### src/rtl/bus_thr_pkg.sv
package bus_thr_pkg;
  localparam int unsigned DEF_CLEAR_WIN     = 4;
  localparam int unsigned DEF_BACKOFF_LIMIT = 16;
  localparam int unsigned DEF_MAX_READS     = 4;

  typedef enum logic {
    DIR_WR = 1'b0,
    DIR_RD = 1'b1
  } req_dir_e;
endpackage

### src/rtl/clear_window.sv
module clear_window #(
  parameter int unsigned WIN = 4,
  localparam int unsigned CW = $clog2(WIN + 1)
) (
  input  logic          clk,
  input  logic          rst_n,
  input  logic          blocked,
  input  logic          issue,
  output logic [CW-1:0] run_cnt,
  output logic          win_ok
);
  // run_cnt counts consecutive earlier cycles with the blocker low, saturating at WIN.
  always_ff @(posedge clk or negedge rst_n) begin
    if (!rst_n) begin
      run_cnt <= '0;
    end else if (issue || blocked) begin
      run_cnt <= '0;
    end else if (run_cnt != CW'(WIN)) begin
      run_cnt <= run_cnt + 1'b1;
    end
  end

  assign win_ok = (run_cnt == CW'(WIN));
endmodule

### src/rtl/backoff_ctr.sv
module backoff_ctr #(
  parameter int unsigned LIMIT = 16,
  localparam int unsigned BW = $clog2(LIMIT + 1)
) (
  input  logic          clk,
  input  logic          rst_n,
  input  logic          backoff_evt,
  input  logic          issue,
  output logic [BW-1:0] bo_cnt,
  output logic          starved
);
  assign starved = (bo_cnt == BW'(LIMIT));

  always_ff @(posedge clk or negedge rst_n) begin
    if (!rst_n) begin
      bo_cnt <= '0;
    end else if (issue) begin
      bo_cnt <= '0;
    end else if (backoff_evt && !starved) begin
      bo_cnt <= bo_cnt + 1'b1;
    end
  end
endmodule

### src/rtl/read_credit.sv
module read_credit #(
  parameter int unsigned MAX_READS = 4,
  localparam int unsigned OW = $clog2(MAX_READS + 1)
) (
  input  logic          clk,
  input  logic          rst_n,
  input  logic          rd_issue,
  input  logic          rd_return,
  output logic [OW-1:0] out_cnt,
  output logic          full
);
  logic take, give;

  assign take = rd_issue;
  assign give = rd_return && (out_cnt != '0);
  assign full = (out_cnt == OW'(MAX_READS));

  always_ff @(posedge clk or negedge rst_n) begin
    if (!rst_n) begin
      out_cnt <= '0;
    end else begin
      unique case ({take, give})
        2'b10:   out_cnt <= out_cnt + 1'b1;
        2'b01:   out_cnt <= out_cnt - 1'b1;
        default: out_cnt <= out_cnt;
      endcase
    end
  end
endmodule

### src/rtl/bus_req_throttle.sv
module bus_req_throttle
  import bus_thr_pkg::*;
#(
  parameter int unsigned CLEAR_WIN     = DEF_CLEAR_WIN,
  parameter int unsigned BACKOFF_LIMIT = DEF_BACKOFF_LIMIT,
  parameter int unsigned MAX_READS     = DEF_MAX_READS,
  localparam int unsigned CW = $clog2(CLEAR_WIN + 1),
  localparam int unsigned BW = $clog2(BACKOFF_LIMIT + 1),
  localparam int unsigned OW = $clog2(MAX_READS + 1)
) (
  input  logic clk,
  input  logic rst_n,
  input  logic req_valid,
  input  logic req_is_read,
  output logic req_ready,
  input  logic bus_blocked,
  input  logic throttle_rd,
  input  logic throttle_wr,
  input  logic rd_return
);
  req_dir_e      dir;
  logic          thr_active;
  logic          issue, issue_rd;
  logic [CW-1:0] clr_run;
  logic          win_ok;
  logic [BW-1:0] bo_cnt;
  logic          starved;
  logic [OW-1:0] rd_out_cnt;
  logic          rd_full;
  logic          gate_ok, room_ok, waiting, backoff_evt;

  assign dir        = req_dir_e'(req_is_read);
  assign thr_active = (dir == DIR_RD) ? throttle_rd : throttle_wr;

  // Throttle gate: full clear window, or the starvation override on a clear cycle.
  assign gate_ok   = !thr_active || win_ok || (starved && !bus_blocked);
  // Read credits only limit reads.
  assign room_ok   = (dir == DIR_WR) || !rd_full;
  assign req_ready = gate_ok && room_ok;

  assign issue    = req_valid && req_ready;
  assign issue_rd = issue && (dir == DIR_RD);

  assign waiting     = req_valid && thr_active && !req_ready;
  assign backoff_evt = waiting && bus_blocked && (clr_run != '0) && !win_ok;

  clear_window #(.WIN(CLEAR_WIN)) u_win (
    .clk     (clk),
    .rst_n   (rst_n),
    .blocked (bus_blocked),
    .issue   (issue),
    .run_cnt (clr_run),
    .win_ok  (win_ok)
  );

  backoff_ctr #(.LIMIT(BACKOFF_LIMIT)) u_bo (
    .clk         (clk),
    .rst_n       (rst_n),
    .backoff_evt (backoff_evt),
    .issue       (issue),
    .bo_cnt      (bo_cnt),
    .starved     (starved)
  );

  read_credit #(.MAX_READS(MAX_READS)) u_cred (
    .clk       (clk),
    .rst_n     (rst_n),
    .rd_issue  (issue_rd),
    .rd_return (rd_return),
    .out_cnt   (rd_out_cnt),
    .full      (rd_full)
  );
endmodule

### config.mk
export PLATFORM = sky130hd
export DESIGN_NAME = bus_req_throttle
export DESIGN_NICKNAME = d
export VERILOG_FILES = /design/src/rtl/bus_thr_pkg.sv /design/src/rtl/clear_window.sv /design/src/rtl/backoff_ctr.sv /design/src/rtl/read_credit.sv /design/src/rtl/bus_req_throttle.sv
export SDC_FILE = /design/constraint.sdc
export NUM_CORES = 1
export LEC_CHECK = 0
export ABC_AREA = 1
export BUFFER_PORTS_ARGS = -buffer_cell sky130_fd_sc_hd__buf_2
export CAP_MARGIN = 25
export CORE_MARGIN = 1
export CORE_UTILIZATION = 30
export CTS_CLUSTER_DIAMETER = 60
export DETAILED_ROUTE_END_ITERATION = 10
export GPL_TIMING_DRIVEN = 0
export SLEW_MARGIN = 10
export SYNTH_ARGS = -nofsm -noshare
export SYNTH_HDL_FRONTEND = slang
export SYNTH_HIERARCHICAL = 1
export SYNTH_SLANG_ARGS = --single-unit
export TNS_END_PERCENT = 20
### constraint.sdc
create_clock -name clk -period 5.4 [get_ports clk]
set_input_delay 0.54 -clock clk [delete_from_list [all_inputs] [get_ports clk]]
set_output_delay 0.54 -clock clk [all_outputs]
set_load 0.05 [all_outputs]
# After elaboration in Yosys (flattened, before gate mapping)
# Index checks and enable logic that the tools add are counted.
# W data, S select, Z words.
# word_totals
latchBits	0
out_inout_bits	1
in_bits	8
romBits	0
mem_count	0
ramBits	0
ff_bits	11
# op_classes
n_addsub	4
n_bitwise	1
magnitude_cmp	0
mul	0
n_eq_ne	6
n_mux	6
reduce_logical	26
n_shift	0
div	0
# op_table
operator	n
$logic_and A1 B1 Y1	11
$mux W5	2
$add A3 B1 Y3 const B	2
$eq A3 B3 Y1 const B	2
$logic_not A1 Y1	6
$mux W3	2
$pmux W3 S2	1
$reduce_bool A2 Y1	3
$reduce_bool A3 Y1	2
$add A5 B1 Y5 const B	1
$eq A5 B5 Y1 const B	1
$logic_or A1 B1 Y1	4
$ne A3 B3 Y1 const B	1
$sub A3 B1 Y3 const B	1
$eq A2 B1 Y1 const B	1
$eq A2 B2 Y1 const B	1
$mux W1	1
$not A1 Y1	1

# Depth between registers and ports, before layout
# logic_depth
depth_word	13
depth_mapped	19
mapped_depth_nobuf	19

# Cells and area by module
# The synthesis kept the hierarchy.
# modules_own_cells
module	cells_per_inst	n_inst	area_each_um2	seq_area_each_um2
backoff_ctr	41	1	341.6	125.1
read_credit	24	1	200.2	75.1
clear_window	20	1	170.2	75.1
bus_req_throttle	16	1	82.6	0.0

# Least setup slack after synthesis
# OpenSTA, ideal clock, no wires.
# synth_timing
kind	flip-flop to output port
start	register u_bo.bo_cnt[0]
end	output req_ready
stages_incl_launch_ff	9
path_buffers	0
t_arrival_ps	1675
required_time_ps	4860
path_slack_ps	3185
path_cell_list	dfrtp_1 > inv_1 > ha_1 > nand2_1 > inv_1 > nand2_2 > inv_1 > a21oi_1 > a21boi_1
# synth_between
elab_chain_len	4
# synth_lines
item	line	source
start, declared	backoff_ctr.sv:9	output logic [BW-1:0] bo_cnt,
start signal, assigned	backoff_ctr.sv:20	bo_cnt <= bo_cnt + 1'b1;
$eq A5 B5 Y1	backoff_ctr.sv:12	assign starved = (bo_cnt == BW'(LIMIT));
named net starved	bus_req_throttle.sv:27	logic starved;
$logic_and A1 B1 Y1	bus_req_throttle.sv:36	assign gate_ok = !thr_active || win_ok || (starved && !bus_blocked);
$logic_or A1 B1 Y1	bus_req_throttle.sv:36	
$logic_and A1 B1 Y1	bus_req_throttle.sv:39	assign req_ready = gate_ok && room_ok;
end, declared	bus_req_throttle.sv:15	output logic req_ready,
# The timed path passes the listed nets, and every way through them passes these cells.

# Worst setup path in the final report
# layout_timing
start	register u_bo.bo_cnt[0]
end	register u_cred.out_cnt[2]
# layout_between
elab_chain_len	8
# layout_lines
item	line	source
$eq A5 B5 Y1 (*)	backoff_ctr.sv:12	
named net starved	bus_req_throttle.sv:27	
$logic_and A1 B1 Y1 (*)	bus_req_throttle.sv:36	
$logic_or A1 B1 Y1 (*)	bus_req_throttle.sv:36	
$logic_and A1 B1 Y1 (*)	bus_req_throttle.sv:39	
$logic_and A1 B1 Y1 (*)	bus_req_throttle.sv:41	assign issue = req_valid && req_ready;
$logic_and A1 B1 Y1 (*)	bus_req_throttle.sv:42	assign issue_rd = issue && (dir == DIR_RD);
named net issue_rd	bus_req_throttle.sv:23	logic issue, issue_rd;
$eq A2 B1 Y1 / $eq A2 B2 Y1 (equally long branches)	read_credit.sv:22	unique case ({take, give})
$pmux W3 S2 / $reduce_bool A2 Y1 (equally long branches)	n/a	
end signal, assigned	read_credit.sv:23	2'b10: out_cnt <= out_cnt + 1'b1;
end signal, assigned	read_credit.sv:24	2'b01: out_cnt <= out_cnt - 1'b1;
end signal, assigned	read_credit.sv:25	default: out_cnt <= out_cnt;
end, declared	read_credit.sv:9	output logic [OW-1:0] out_cnt,
# Mark *: on every way through the listed nets, which the timed path passes. The rest lies on a longest branch.
# A chain may end at the register's enable or synchronous reset.

==> results.sh <==
export IMPL_outcome="complete, no violations"
export IMPL_use_met1_pct=16.0
export IMPL_syn2layout_area_growth_pct=13.1
export IMPL_clockBufferDepth=2
export IMPL_crit_path_end_kind="flop"
export IMPL_grt_overflow_total=0
export IMPL_skew_ns=0.000786
export IMPL_nets=128
export IMPL_dieArea_sq_um=2860
export IMPL_dpl_cell_area_sq_um=872
export IMPL_cts_sinks=11
export IMPL_grt_max_degree=12
export IMPL_antenna_found_initial=0
export IMPL_gr_usage_met2_pct=18.5
export IMPL_die_w_microns=53.5
export IMPL_arrival_ns=2.55
export IMPL_track_usage_pct=12.1
export IMPL_synth_seq_area_share_pct=34.6
export IMPL_crit_top_cell="inv_1"
export IMPL_yosys_warnings=6
export IMPL_wl_per_cell_microns=9.53
export IMPL_fin_area_sq_um=898
export IMPL_postCtsSetupRepairBufs=0
export IMPL_path_delay_family="adder cells"
export IMPL_path_buf_inv=5
export IMPL_synthesis_nets=115
export IMPL_ant_nets=0
export IMPL_dr_pass1_iters=4
export IMPL_worst_slew_pin_slew_ns=0.378
export IMPL_clk_pin_slew_ns=0.07
export IMPL_period_share_pct=44.2
export IMPL_relSlewSlack_pct=74.7
export IMPL_ys_ff_latch=11
export IMPL_crit_path_max_fanout=4
export IMPL_initial_core_util_pct=31.8
export IMPL_min_period_ns=2.39
export IMPL_cellPowerDensity_nw_per_um2=337
export IMPL_cts_buffers=3
export IMPL_drtIter0Drc=14
export IMPL_max_stage_delay_ns=0.39
export IMPL_syn_inst=101
export IMPL_top_usage_layer="met2"
export IMPL_cts_tree="done"
export IMPL_fin_setup_tns_ns=0
export IMPL_use_met3_pct=1.72
export IMPL_clockRootBuffer="clkbuf_4"
export IMPL_clkLatencyLatePin_ns=0.26
export IMPL_drt_wl_total_microns=1360
export IMPL_drive_above_1_share_pct=25.7
export IMPL_crit_slowest_cell="dfrtp_1"
export IMPL_hold_path_class="input port to async pin"
export IMPL_drv_cap=0
export IMPL_final_cell_mix="inv_1, nand2_1, dfrtp_1, buf_2"
export IMPL_dp_hpwl_microns=1060
export IMPL_worstPathCellList="inv_1 -> ha_1 -> nand2_1 -> inv_1 -> nand2_2 -> inv_1 -> a21oi_1 -> nand2_2 -> nand3_2 -> nor2_1 -> inv_1 -> ha_1 -> inv_2 -> fa_1 -> nand2_2 -> nand3_2 -> nand2_1 -> nand2_1"
export IMPL_drc=0
export IMPL_setup_viol=0
export IMPL_crit_required_ns=5.56
export IMPL_antennaDiodeCount=0
export IMPL_syn_area_per_cell_sq_um=7.87
export IMPL_ys_types=22
export IMPL_p_leak_nw=0.478
export IMPL_cts_resized=0
export IMPL_via_per_inst=4.49
export IMPL_die_h_microns=53.5
export IMPL_portBuffers=8
export IMPL_grt_first_pass_wirelength_microns=2460
export IMPL_grt_pass1_vias=615
export IMPL_worstSetupPathType="flop to flop"
export IMPL_final_max_slew_viol_count=0
export IMPL_num_vias=642
export IMPL_irDropWorstVdd_mv=0.229
export IMPL_gp_congestion=0.747
export IMPL_max_freq_ghz=0.419
export IMPL_core_area_sq_um=2500
export IMPL_io_pins=9
export IMPL_worst_setup_path_start_kind="flop"
export IMPL_cts_max_level=1
export IMPL_row_count=18
export IMPL_grt_setup_unrepaired="no"
export IMPL_cts_hold_buf=0
export IMPL_hold_viol_final=0
export IMPL_synth_area_sq_um=795
metrics by stage:
stage               hold WS (ns)  total power [mW]  std cells  util (%)  worst slack, ns
floorplan                  0.244             0.220        101         -             3.19
finish                     0.140             0.302        143      35.9             3.01
global route               0.144             0.326        143      35.9             2.80
global placement           0.424             0.242        139      34.9             3.07
CTS                        0.141             0.304        143      35.9             3.02
detailed placement         0.427             0.245        139      34.9             3.04
final cells by class:
cell class / instances / area, sq um
fillers: 274 / 1600
multi-input cells: 67 / 419
inverters: 23 / 100
flip-flops and latches: 11 / 275
clock buffers: 4 / 26.3
well taps: 30 / 37.5
repair buffers: 8 / 40.0
report_power, final:
part           leakage, nW  switching (mW)  internal, mW  total (mW)
registers            0.145          0.0207         0.103       0.123
clock network       0.0150          0.0273        0.0285      0.0558
logic                0.318          0.0718        0.0514       0.123
total                0.478           0.120         0.182       0.302
sequential cells by signal, indices dropped and copies added, names as in the netlist:
signal,cells
u_win/run_cnt,3
u_cred/out_cnt,3
u_bo/bo_cnt,5
logic make-up (layout without fill, tap and decap cells):
group / count (synthesis) / after routing / synth area share, %
AO/OA/AOI/OAI: 8 / 8 / 6.46
XOR/XNOR: 2 / 2 / 2.21
adder cells (fa/ha/maj): 6 / 6 / 10.4
buffers and inverters: 23 / 35 / 12.6
flip-flops: 11 / 11 / 34.6
AND/OR/NAND/NOR: 51 / 51 / 33.7
synth_stat cells:
cell type	instances	area, sq um
nor3_1	2	10.0
xnor2_1	2	17.5
nand2_2	5	31.3
nand2_4	2	22.5
a31oi_1	1	6.26
nand4_1	6	37.5
a21boi_1	1	7.51
nor2_4	1	11.3
o21ai_2	2	17.5
o21ai_0	3	15.0
nor2_2	1	6.26
nand3_2	2	20.0
ha_1	5	62.6
a21oi_1	1	5.00
nand3_1	7	35.0
inv_2	4	15.0
inv_1	18	67.6
fa_1	1	20.0
nand2_1	18	67.6
bufinv_8	1	17.5
nor2_1	7	26.3
dfrtp_1	11	275
worst paths after layout:
| check | start | to | slack (ns) | cells past startpoint |
|---|---|---|---|---|
| min in group clk | u_cred/out_cnt[2] | u_cred/out_cnt[2] | 0.49 | 2 |
| max reg2reg | u_bo/bo_cnt[0] | u_cred/out_cnt[2] | 3.01 | 18 |
| min | rst_n | u_bo/bo_cnt[4] | 0.14 | 1 |
| min reg2reg | u_cred/out_cnt[2] | u_cred/out_cnt[2] | 0.49 | 2 |
| max in group asynchronous | rst_n | u_bo/bo_cnt[0] | 5.05 | 1 |
| max | u_bo/bo_cnt[0] | u_cred/out_cnt[2] | 3.01 | 18 |
routing by layer:
layer / share of wire, % / wire, microns
met5: 0 / 0
met4: 1.4 / 19
met3: 1.9 / 26
met2: 43 / 592
met1: 53 / 725
Note: power is estimated with default switching activity, not from simulation.
